===== config.mk =====
export PLATFORM = sky130hd
export DESIGN_NAME = paired_irq_ctrl
export DESIGN_NICKNAME = d
export VERILOG_FILES = /design/src/rtl/paired_irq_pkg.sv /design/src/rtl/blk_irq_regs.sv /design/src/rtl/irq_line_merge.sv /design/src/rtl/irq_vector_reg.sv /design/src/rtl/paired_irq_ctrl.sv
export SDC_FILE = /design/constraint.sdc
export NUM_CORES = 1
export LEC_CHECK = 0
export ABC_AREA = 1
export BUFFER_PORTS_ARGS = -buffer_cell sky130_fd_sc_hd__buf_4
export CAP_MARGIN = 5
export CELL_PAD_IN_SITES_DETAIL_PLACEMENT = 1
export CELL_PAD_IN_SITES_GLOBAL_PLACEMENT = 2
export CORE_ASPECT_RATIO = 1.25
export CORE_UTILIZATION = 28
export DETAILED_ROUTE_END_ITERATION = 7
export PLACE_DENSITY = 0.85
export SLEW_MARGIN = 20
export SYNTH_ARGS = -nofsm -noshare
export SYNTH_HDL_FRONTEND = slang
export SYNTH_SLANG_ARGS = --single-unit

===== constraint.sdc =====
create_clock -name clk_i -period 3.3 [get_ports clk_i]
set_clock_uncertainty 0.05 [all_clocks]
set_input_delay 0.825 -clock clk_i [delete_from_list [all_inputs] [get_ports clk_i]]
set_output_delay 0.825 -clock clk_i [all_outputs]
set_load 0.01 [all_outputs]

===== src/rtl/paired_irq_pkg.sv =====
package paired_irq_pkg;
  localparam int unsigned LANES       = 2;
  localparam int unsigned LANE_STRIDE = 4;
  localparam int unsigned TX_POS      = 0;
  localparam int unsigned RX_POS      = 1;
  localparam int unsigned BRK_POS     = 2;
  localparam int unsigned OFS_W       = 5;
  localparam logic [OFS_W-1:0] STAT_MASK_OFS = 5'h0B;

  // register offsets are byte-swapped on the bus
  function automatic logic [OFS_W-1:0] reg_ofs(input logic [OFS_W-1:0] raw);
    return raw ^ 5'h01;
  endfunction
endpackage


===== src/rtl/blk_irq_regs.sv =====
module blk_irq_regs
  import paired_irq_pkg::*;
(
  input  logic             clk_i,
  input  logic             rst_ni,
  input  logic [LANES-1:0] tx_set_i,
  input  logic [LANES-1:0] tx_clr_i,
  input  logic [LANES-1:0] rx_set_i,
  input  logic [LANES-1:0] rx_clr_i,
  input  logic [LANES-1:0] brk_set_i,
  input  logic             brk_rst_i,
  input  logic             imr_we_i,
  input  logic [7:0]       imr_wdata_i,
  output logic [7:0]       isr_o,
  output logic [7:0]       imr_o
);
  logic [7:0] set_v, clr_v, isr_q, imr_q;

  always_comb begin
    set_v = '0;
    clr_v = '0;
    for (int l = 0; l < LANES; l++) begin
      set_v[l*LANE_STRIDE+TX_POS]  = tx_set_i[l];
      set_v[l*LANE_STRIDE+RX_POS]  = rx_set_i[l];
      set_v[l*LANE_STRIDE+BRK_POS] = brk_set_i[l];
      clr_v[l*LANE_STRIDE+TX_POS]  = tx_clr_i[l];
      clr_v[l*LANE_STRIDE+RX_POS]  = rx_clr_i[l];
      clr_v[l*LANE_STRIDE+BRK_POS] = brk_rst_i;
    end
  end

  always_ff @(posedge clk_i or negedge rst_ni) begin
    if (!rst_ni) begin
      isr_q <= '0;
      imr_q <= '0;
    end else begin
      isr_q <= (isr_q & ~clr_v) | set_v;  // set beats clear
      if (imr_we_i) imr_q <= imr_wdata_i;
    end
  end

  assign isr_o = isr_q;
  assign imr_o = imr_q;

  for (genvar l = 0; l < LANES; l++) begin : g_lane_chk
    AST_TX_SET_WINS: assert property (@(posedge clk_i) disable iff (!rst_ni)
      tx_set_i[l] |=> isr_o[l*LANE_STRIDE+TX_POS]);
    AST_TX_CLR: assert property (@(posedge clk_i) disable iff (!rst_ni)
      tx_clr_i[l] && !tx_set_i[l] |=> !isr_o[l*LANE_STRIDE+TX_POS]);
    AST_RX_CLR: assert property (@(posedge clk_i) disable iff (!rst_ni)
      rx_clr_i[l] && !rx_set_i[l] |=> !isr_o[l*LANE_STRIDE+RX_POS]);
    AST_BRK_RST: assert property (@(posedge clk_i) disable iff (!rst_ni)
      brk_rst_i && !brk_set_i[l] |=> !isr_o[l*LANE_STRIDE+BRK_POS]);
  end

  AST_MASK_LOAD: assert property (@(posedge clk_i) disable iff (!rst_ni)
    imr_we_i |=> imr_o == $past(imr_wdata_i));
  AST_MASK_HOLD: assert property (@(posedge clk_i) disable iff (!rst_ni)
    !imr_we_i |=> $stable(imr_o));
endmodule


===== src/rtl/irq_line_merge.sv =====
module irq_line_merge #(
  parameter int unsigned NUM_BLK  = 4,
  localparam int unsigned NUM_LINE = NUM_BLK / 2
) (
  input  logic                      clk_i,
  input  logic                      rst_ni,
  input  logic [NUM_BLK-1:0][7:0]   isr_i,
  input  logic [NUM_BLK-1:0][7:0]   imr_i,
  output logic [NUM_LINE-1:0]       irq_o
);
  logic [NUM_BLK-1:0]  pend;
  logic [NUM_LINE-1:0] line_d, line_q;

  always_comb begin
    for (int b = 0; b < NUM_BLK; b++) pend[b] = |(isr_i[b] & imr_i[b]);
    for (int l = 0; l < NUM_LINE; l++) line_d[l] = pend[2*l] | pend[2*l+1];
  end

  always_ff @(posedge clk_i or negedge rst_ni) begin
    if (!rst_ni) line_q <= '0;
    else         line_q <= line_d;
  end

  assign irq_o = line_q;

  for (genvar l = 0; l < NUM_LINE; l++) begin : g_line_chk
    AST_LINE_RISE: assert property (@(posedge clk_i) disable iff (!rst_ni)
      (|(isr_i[2*l] & imr_i[2*l]) || |(isr_i[2*l+1] & imr_i[2*l+1])) |=> irq_o[l]);
    AST_LINE_FALL: assert property (@(posedge clk_i) disable iff (!rst_ni)
      !(|(isr_i[2*l] & imr_i[2*l]) || |(isr_i[2*l+1] & imr_i[2*l+1])) |=> !irq_o[l]);
  end
endmodule


===== src/rtl/irq_vector_reg.sv =====
module irq_vector_reg #(
  parameter int unsigned ID_ADDR_W  = 6,
  parameter int unsigned MEM_ADDR_W = 23
) (
  input  logic                  clk_i,
  input  logic                  rst_ni,
  input  logic                  id_wr_i,
  input  logic [ID_ADDR_W-1:0]  id_addr_i,
  input  logic [7:0]            id_wdata_i,
  input  logic                  mem_wr_i,
  input  logic [MEM_ADDR_W-1:0] mem_addr_i,
  input  logic [7:0]            mem_wdata_i,
  output logic [7:0]            vec_o
);
  logic       id_hit, mem_hit;
  logic [7:0] vec_q;

  assign id_hit  = id_wr_i  && (id_addr_i  == ID_ADDR_W'(1));
  assign mem_hit = mem_wr_i && (mem_addr_i == MEM_ADDR_W'(1));

  always_ff @(posedge clk_i or negedge rst_ni) begin
    if (!rst_ni)      vec_q <= '0;
    else if (id_hit)  vec_q <= id_wdata_i;
    else if (mem_hit) vec_q <= mem_wdata_i;
  end

  assign vec_o = vec_q;

  AST_VEC_ID_LOAD: assert property (@(posedge clk_i) disable iff (!rst_ni)
    id_wr_i && id_addr_i == ID_ADDR_W'(1) |=> vec_o == $past(id_wdata_i));
  AST_VEC_HOLD: assert property (@(posedge clk_i) disable iff (!rst_ni)
    !(id_wr_i && id_addr_i == ID_ADDR_W'(1)) && !(mem_wr_i && mem_addr_i == MEM_ADDR_W'(1))
    |=> $stable(vec_o));
endmodule


===== src/rtl/paired_irq_ctrl.sv =====
module paired_irq_ctrl
  import paired_irq_pkg::*;
#(
  parameter int unsigned NUM_CH     = 8,
  parameter int unsigned ID_ADDR_W  = 6,
  parameter int unsigned MEM_ADDR_W = 23,
  parameter int unsigned ACK_ADDR_W = 6,
  localparam int unsigned NUM_BLK   = NUM_CH / LANES,
  localparam int unsigned NUM_LINE  = NUM_BLK / 2,
  localparam int unsigned BLK_W     = $clog2(NUM_BLK),
  localparam int unsigned IO_ADDR_W = OFS_W + BLK_W
) (
  input  logic                  clk_i,
  input  logic                  rst_ni,
  input  logic [NUM_CH-1:0]     tx_set_i,
  input  logic [NUM_CH-1:0]     tx_clr_i,
  input  logic [NUM_CH-1:0]     rx_set_i,
  input  logic [NUM_CH-1:0]     rx_clr_i,
  input  logic [NUM_CH-1:0]     brk_set_i,
  input  logic [NUM_BLK-1:0]    brk_rst_i,
  input  logic                  io_wr_i,
  input  logic                  io_rd_i,
  input  logic [IO_ADDR_W-1:0]  io_addr_i,
  input  logic [7:0]            io_wdata_i,
  output logic [7:0]            io_rdata_o,
  input  logic                  id_wr_i,
  input  logic [ID_ADDR_W-1:0]  id_addr_i,
  input  logic [7:0]            id_wdata_i,
  input  logic                  mem_wr_i,
  input  logic [MEM_ADDR_W-1:0] mem_addr_i,
  input  logic [7:0]            mem_wdata_i,
  input  logic                  ack_rd_i,
  input  logic [ACK_ADDR_W-1:0] ack_addr_i,
  output logic [7:0]            ack_rdata_o,
  output logic [NUM_LINE-1:0]   irq_o
);
  logic [NUM_BLK-1:0][7:0] isr, imr;
  logic [BLK_W-1:0]        blk_sel;
  logic                    sm_hit;
  logic [7:0]              vec;
  logic                    ack_ok;

  assign blk_sel = io_addr_i[IO_ADDR_W-1:OFS_W];
  assign sm_hit  = reg_ofs(io_addr_i[OFS_W-1:0]) == STAT_MASK_OFS;

  for (genvar b = 0; b < NUM_BLK; b++) begin : g_blk
    blk_irq_regs u_regs (
      .clk_i       (clk_i),
      .rst_ni      (rst_ni),
      .tx_set_i    (tx_set_i [b*LANES +: LANES]),
      .tx_clr_i    (tx_clr_i [b*LANES +: LANES]),
      .rx_set_i    (rx_set_i [b*LANES +: LANES]),
      .rx_clr_i    (rx_clr_i [b*LANES +: LANES]),
      .brk_set_i   (brk_set_i[b*LANES +: LANES]),
      .brk_rst_i   (brk_rst_i[b]),
      .imr_we_i    (io_wr_i && sm_hit && (blk_sel == BLK_W'(b))),
      .imr_wdata_i (io_wdata_i),
      .isr_o       (isr[b]),
      .imr_o       (imr[b])
    );
  end

  irq_line_merge #(.NUM_BLK(NUM_BLK)) u_merge (
    .clk_i  (clk_i),
    .rst_ni (rst_ni),
    .isr_i  (isr),
    .imr_i  (imr),
    .irq_o  (irq_o)
  );

  irq_vector_reg #(.ID_ADDR_W(ID_ADDR_W), .MEM_ADDR_W(MEM_ADDR_W)) u_vec (
    .clk_i       (clk_i),
    .rst_ni      (rst_ni),
    .id_wr_i     (id_wr_i),
    .id_addr_i   (id_addr_i),
    .id_wdata_i  (id_wdata_i),
    .mem_wr_i    (mem_wr_i),
    .mem_addr_i  (mem_addr_i),
    .mem_wdata_i (mem_wdata_i),
    .vec_o       (vec)
  );

  // acknowledge addresses are 2*line
  assign ack_ok      = !ack_addr_i[0] && ((ack_addr_i >> 1) < ACK_ADDR_W'(NUM_LINE));
  assign io_rdata_o  = (io_rd_i && sm_hit) ? isr[blk_sel] : 8'h00;
  assign ack_rdata_o = (ack_rd_i && ack_ok) ? vec : 8'h00;

  AST_ACK_OTHER_ZERO: assert property (@(posedge clk_i) disable iff (!rst_ni)
    ack_rd_i && ack_addr_i != '0 && ack_addr_i != ACK_ADDR_W'(2) |-> ack_rdata_o == 8'h00);
  AST_IO_MISS_ZERO: assert property (@(posedge clk_i) disable iff (!rst_ni)
    io_rd_i && io_addr_i[OFS_W-1:0] != 5'h0A |-> io_rdata_o == 8'h00);
  AST_SPARE_BITS: assert property (@(posedge clk_i) disable iff (!rst_ni)
    io_rd_i |-> io_rdata_o[3] == 1'b0 && io_rdata_o[7] == 1'b0);
endmodule


==> results.txt <==
----------------------------------------------------
[Outcome]
  Run status ... finished clean

[Power]
  Combinational cell fraction of total power ... 14.8%
  Fraction of power spent switching nets ... 23.2%
  Internal Dissipation ... 1.58 mW
  Power Dens Cells ... 478 mW/mm^2
  Fraction of power consumed by sequential logic ... about two fifths
  IR drop worst, VDD ... about 0.00026 V
  Pwr Total ... 2.06 mW
  Net Sw Power ... 0.480 mW
  Clock power frac ... 45.7%
  Leakage ... 2.28 nW

[Logic synthesis]
  Fraction of the yosys area taken by sequential cells ... roughly 49%
  Avg Cell Area, Syn ... 8.66 sq um
  Biggest area consumer among synthesized cells ... sky130_fd_sc_hd__dfrtp_1
  Top area cells in the synthesized netlist ... sky130_fd_sc_hd__dfrtp_1 (49%), sky130_fd_sc_hd__nand2_1 (9.0%), sky130_fd_sc_hd__o21bai_1 (6.1%)
  Cell variety after synth ... 25
  Ys Warns ... 0
  Fraction of post-synthesis cell area in the top cell type by area ... about half
  Synthesized flop and latch total ... 58
  Synthesized area ... ~0.0029 sq mm
  Synthesized instance count ... roughly 340

[Floorplan]
  Area inside the core boundary ... about 0.010 sq mm
  Area of the die ... 0.0109 sq mm
  Floorplan row count ... 41
  Number of ports placed on the die boundary ... 135
  Starting density of the core ... 28.9%
  Die height ... 116 um
  Width of the die ... 93.6 um

[Detailed routing]
  Via density per instance ... 4.50
  Number of antenna-violating nets in the routed design ... 0
  Number of DRC markers in iteration 0 ... 36
  Final routed wire length divided by cell count ... about 14 um
  Total DRC errors in the routed layout ... 0
  Number of vias in the routed layout ... 2734
  Aggregate routed wire length ... 8.70 mm
  Drt first pass iters ... 4

[STA]
  Final Hold Viols ... 0
  Final clock period utilization by the worst path ... 84.4%
  Achievable frequency ... 0.359 GHz
  Count of final setup violators ... 0
  Final worst setup slack ... approximately 520 ps
  Remaining max-slew budget at the tightest pin ... 50.2%
  Setup repair after global routing missed its margin ... false
  Slew at the pin with the worst max-slew slack ... around 750 ps
  Final-report max-slew violation count ... 0
  Summed negative setup slack over all endpoints ... 0 ps
  Min cycle time layout ... 2780 ps

[CTS]
  H-tree Lvls ... 3
  Number of buffers inserted to repair setup after CTS ... 0
  Clock tree from TritonCTS ... built
  CTS Hold Bufs ... 0
  Clock latency reported for the late side of the worst-skew pair ... 320 ps
  CTS Buffer Depth ... 2
  CTS sink count ... between 50 and 60
  Number of buffers created by CTS ... 9
  Root Buffer ... sky130_fd_sc_hd__clkbuf_16
  Clock edge transition at the registers on the reported setup and hold paths ... 50 ps
  Post-CTS Resized ... 0

[GRT]
  Overflow left after global routing ... 0
  Vias in the first global route ... 3101
  Largest net degree at the start of global routing ... 59
  Initial antenna violation count ... 0
  First-pass GRT wire length ... 14.1 mm
  Global Route Usage Sum ... 17.1%

[Finish]
  Share of cells above drive strength 1 ... 39.1%
  Footprint of the flip-flops and latches ... 0.00145 sq mm
  Filler instances ... approximately 1200
  Antenna cells ... 0
  Relative area change from synthesis to final layout ... 47.0%
  Post-layout nets ... 591
  Area of the multi-input gates ... 0.00123 sq mm
  Core Util, Final ... 42.5%

[Worst setup path]
  Crit Path Class ... primary input to output port
  Required arrival time at the worst endpoint ... 2420 ps
  Family with the most delay on the worst path ... simple AND/OR/NAND/NOR gates
  Critical path data arrival time ... 1910 ps
  Cell Chain, Critical Path ... buf_4 -> inv_1 -> nand4_2 -> nor2_4 -> nand2_1 -> nor2_1 -> buf_4
  Critical Path Max Stage Delay ... between 200 and 250 ps
  Crit. End Element ... output port
  Buffers & Inverters on Critical Path ... 3
  Cell with the most instances on the worst path ... sky130_fd_sc_hd__buf_4
  Maximum fanout along the worst path ... 6
  CP max stage cell ... sky130_fd_sc_hd__nor2_1
  Startpoint class of the critical path ... primary input

[Placement]
  Worst setup slack before clock tree synthesis ... 531 ps
  Gpl congestion ... 0.788
  Port Buffer Count ... 129
  Half-perimeter wire length after placement ... 7.08 mm

[Job]
  Max-cap violations ... 0

[Hold path]
  HP Class ... flip-flop to flip-flop

----------------------------------------------------
[synth_stat cells]
master and n:
sky130_fd_sc_hd__o21ai_1 10, sky130_fd_sc_hd__o21ai_2 14, sky130_fd_sc_hd__a21oi_1 2, sky130_fd_sc_hd__nand2_2 11, sky130_fd_sc_hd__nor3_2 1, sky130_fd_sc_hd__conb_1 1, sky130_fd_sc_hd__nor4_1 1, sky130_fd_sc_hd__nand4_2 1
sky130_fd_sc_hd__nor3_4 1, sky130_fd_sc_hd__dfrtp_1 58, sky130_fd_sc_hd__nand2_4 2, sky130_fd_sc_hd__a22o_1 5, sky130_fd_sc_hd__nand3_1 21, sky130_fd_sc_hd__nand2_1 70, sky130_fd_sc_hd__buf_6 4, sky130_fd_sc_hd__nand3_2 6
sky130_fd_sc_hd__a221oi_1 1, sky130_fd_sc_hd__nor2_4 2, sky130_fd_sc_hd__buf_4 2, sky130_fd_sc_hd__o21bai_1 24, sky130_fd_sc_hd__inv_2 6, sky130_fd_sc_hd__inv_1 45, sky130_fd_sc_hd__nor2_1 38, sky130_fd_sc_hd__nand3b_1 1
sky130_fd_sc_hd__o22ai_1 12
[registers in the layout, summed over array words and instances (netlist names)]
name	flops
g_blk.u_regs.imr_o	24
g_blk.u_regs.isr_o	24
u_vec.vec_o	8
u_merge.irq_o	2
[power by group through the flow]
stage          Sequential, mW  Combinational (mW)  Clock, mW
2_1_floorplan           0.820               0.136          0
3_3_place_gp            0.824               0.302          0
3_5_place_dp            0.827               0.310          0
4_1_cts                 0.816               0.313      0.956
5_1_grt                 0.823               0.344      0.989
6_report                0.815               0.305      0.943
[kinds of logic (layout without fill, tap and decap cells)]
group	after synthesis	count (layout)	synth area share (%)
flops	58	58	49.5
compound gates	68	68	16.7
buf+inv	57	195	8.57
other cells	1	2	0.128
simple gates	155	155	25.1
[area by class of cell]
class / count / share of cell area (%)
clock buffers: 13 / 6.27
clock inverters: 2 / 0.812
inverters: 51 / 4.44
multi-input cells: 225 / 28.6
flip-flops and latches: 58 / 33.7
well taps: 129 / 3.74
repair buffers: 129 / 22.5
[through the flow]
stage               instance area [sq um]  cells  hold WS, ps
floorplan                            2940    340          405
global placement                     4010    592          419
detailed placement                   4010    592          425
CTS                                  4310    607          437
global route                         4310    607          460
finish                               4310    607          440
[per-layer routing]
metal	part of all wire (%)	track usage, %
met1	37	17.1
met2	55	33.2
met3	4.9	3.97
met4	2.8	7.69
met5	0	0
[cell usage in the layout (no fill, tap or decap), types with 2 or more instances in the layout]
| master | n |
|---|---|
| sky130_fd_sc_hd__inv_2 | 6 |
| sky130_fd_sc_hd__nor2_4 | 2 |
| sky130_fd_sc_hd__buf_4 | 129 |
| sky130_fd_sc_hd__clkbuf_8 | 3 |
| sky130_fd_sc_hd__nand2_4 | 2 |
| sky130_fd_sc_hd__nand2_2 | 11 |
| sky130_fd_sc_hd__inv_1 | 45 |
| sky130_fd_sc_hd__o22ai_1 | 12 |
| sky130_fd_sc_hd__nand3_2 | 6 |
| sky130_fd_sc_hd__o21ai_1 | 10 |
| sky130_fd_sc_hd__a22o_1 | 5 |
| sky130_fd_sc_hd__dfrtp_1 | 58 |
| sky130_fd_sc_hd__o21bai_1 | 24 |
| sky130_fd_sc_hd__clkbuf_16 | 9 |
| sky130_fd_sc_hd__o21ai_2 | 14 |
| sky130_fd_sc_hd__nor2_1 | 38 |
| sky130_fd_sc_hd__nand3_1 | 21 |
| sky130_fd_sc_hd__a21oi_1 | 2 |
| sky130_fd_sc_hd__conb_1 | 2 |
| sky130_fd_sc_hd__nand2_1 | 70 |
[worst paths after layout]
kind	startpoint	endpoint	slack, ps	depth (start not counted)
worst max-delay path	io_addr_i[2]	io_rdata_o[0]	520	7
worst min-delay path	g_blk[3].u_regs.imr_o[5]$_DFFE_PN0P_	g_blk[3].u_regs.imr_o[5]$_DFFE_PN0P_	440	2
worst max register to register	g_blk[3].u_regs.imr_o[4]$_DFFE_PN0P_	u_merge.irq_o[1]$_DFF_PN0_	2290	4
worst min register to register	g_blk[3].u_regs.imr_o[5]$_DFFE_PN0P_	g_blk[3].u_regs.imr_o[5]$_DFFE_PN0P_	440	2
max in group asynchronous	rst_ni	g_blk[2].u_regs.isr_o[2]$_DFF_PN0_	2180	1
min in group asynchronous	rst_ni	g_blk[0].u_regs.isr_o[4]$_DFF_PN0_	520	1
[tightest hold or removal path, stage by stage (launching register included)]
cell and delay, ps:
sky130_fd_sc_hd__dfrtp_1 350, sky130_fd_sc_hd__nand2_1 70, sky130_fd_sc_hd__o21ai_2 50
Power figures use the tool's default switching activity.
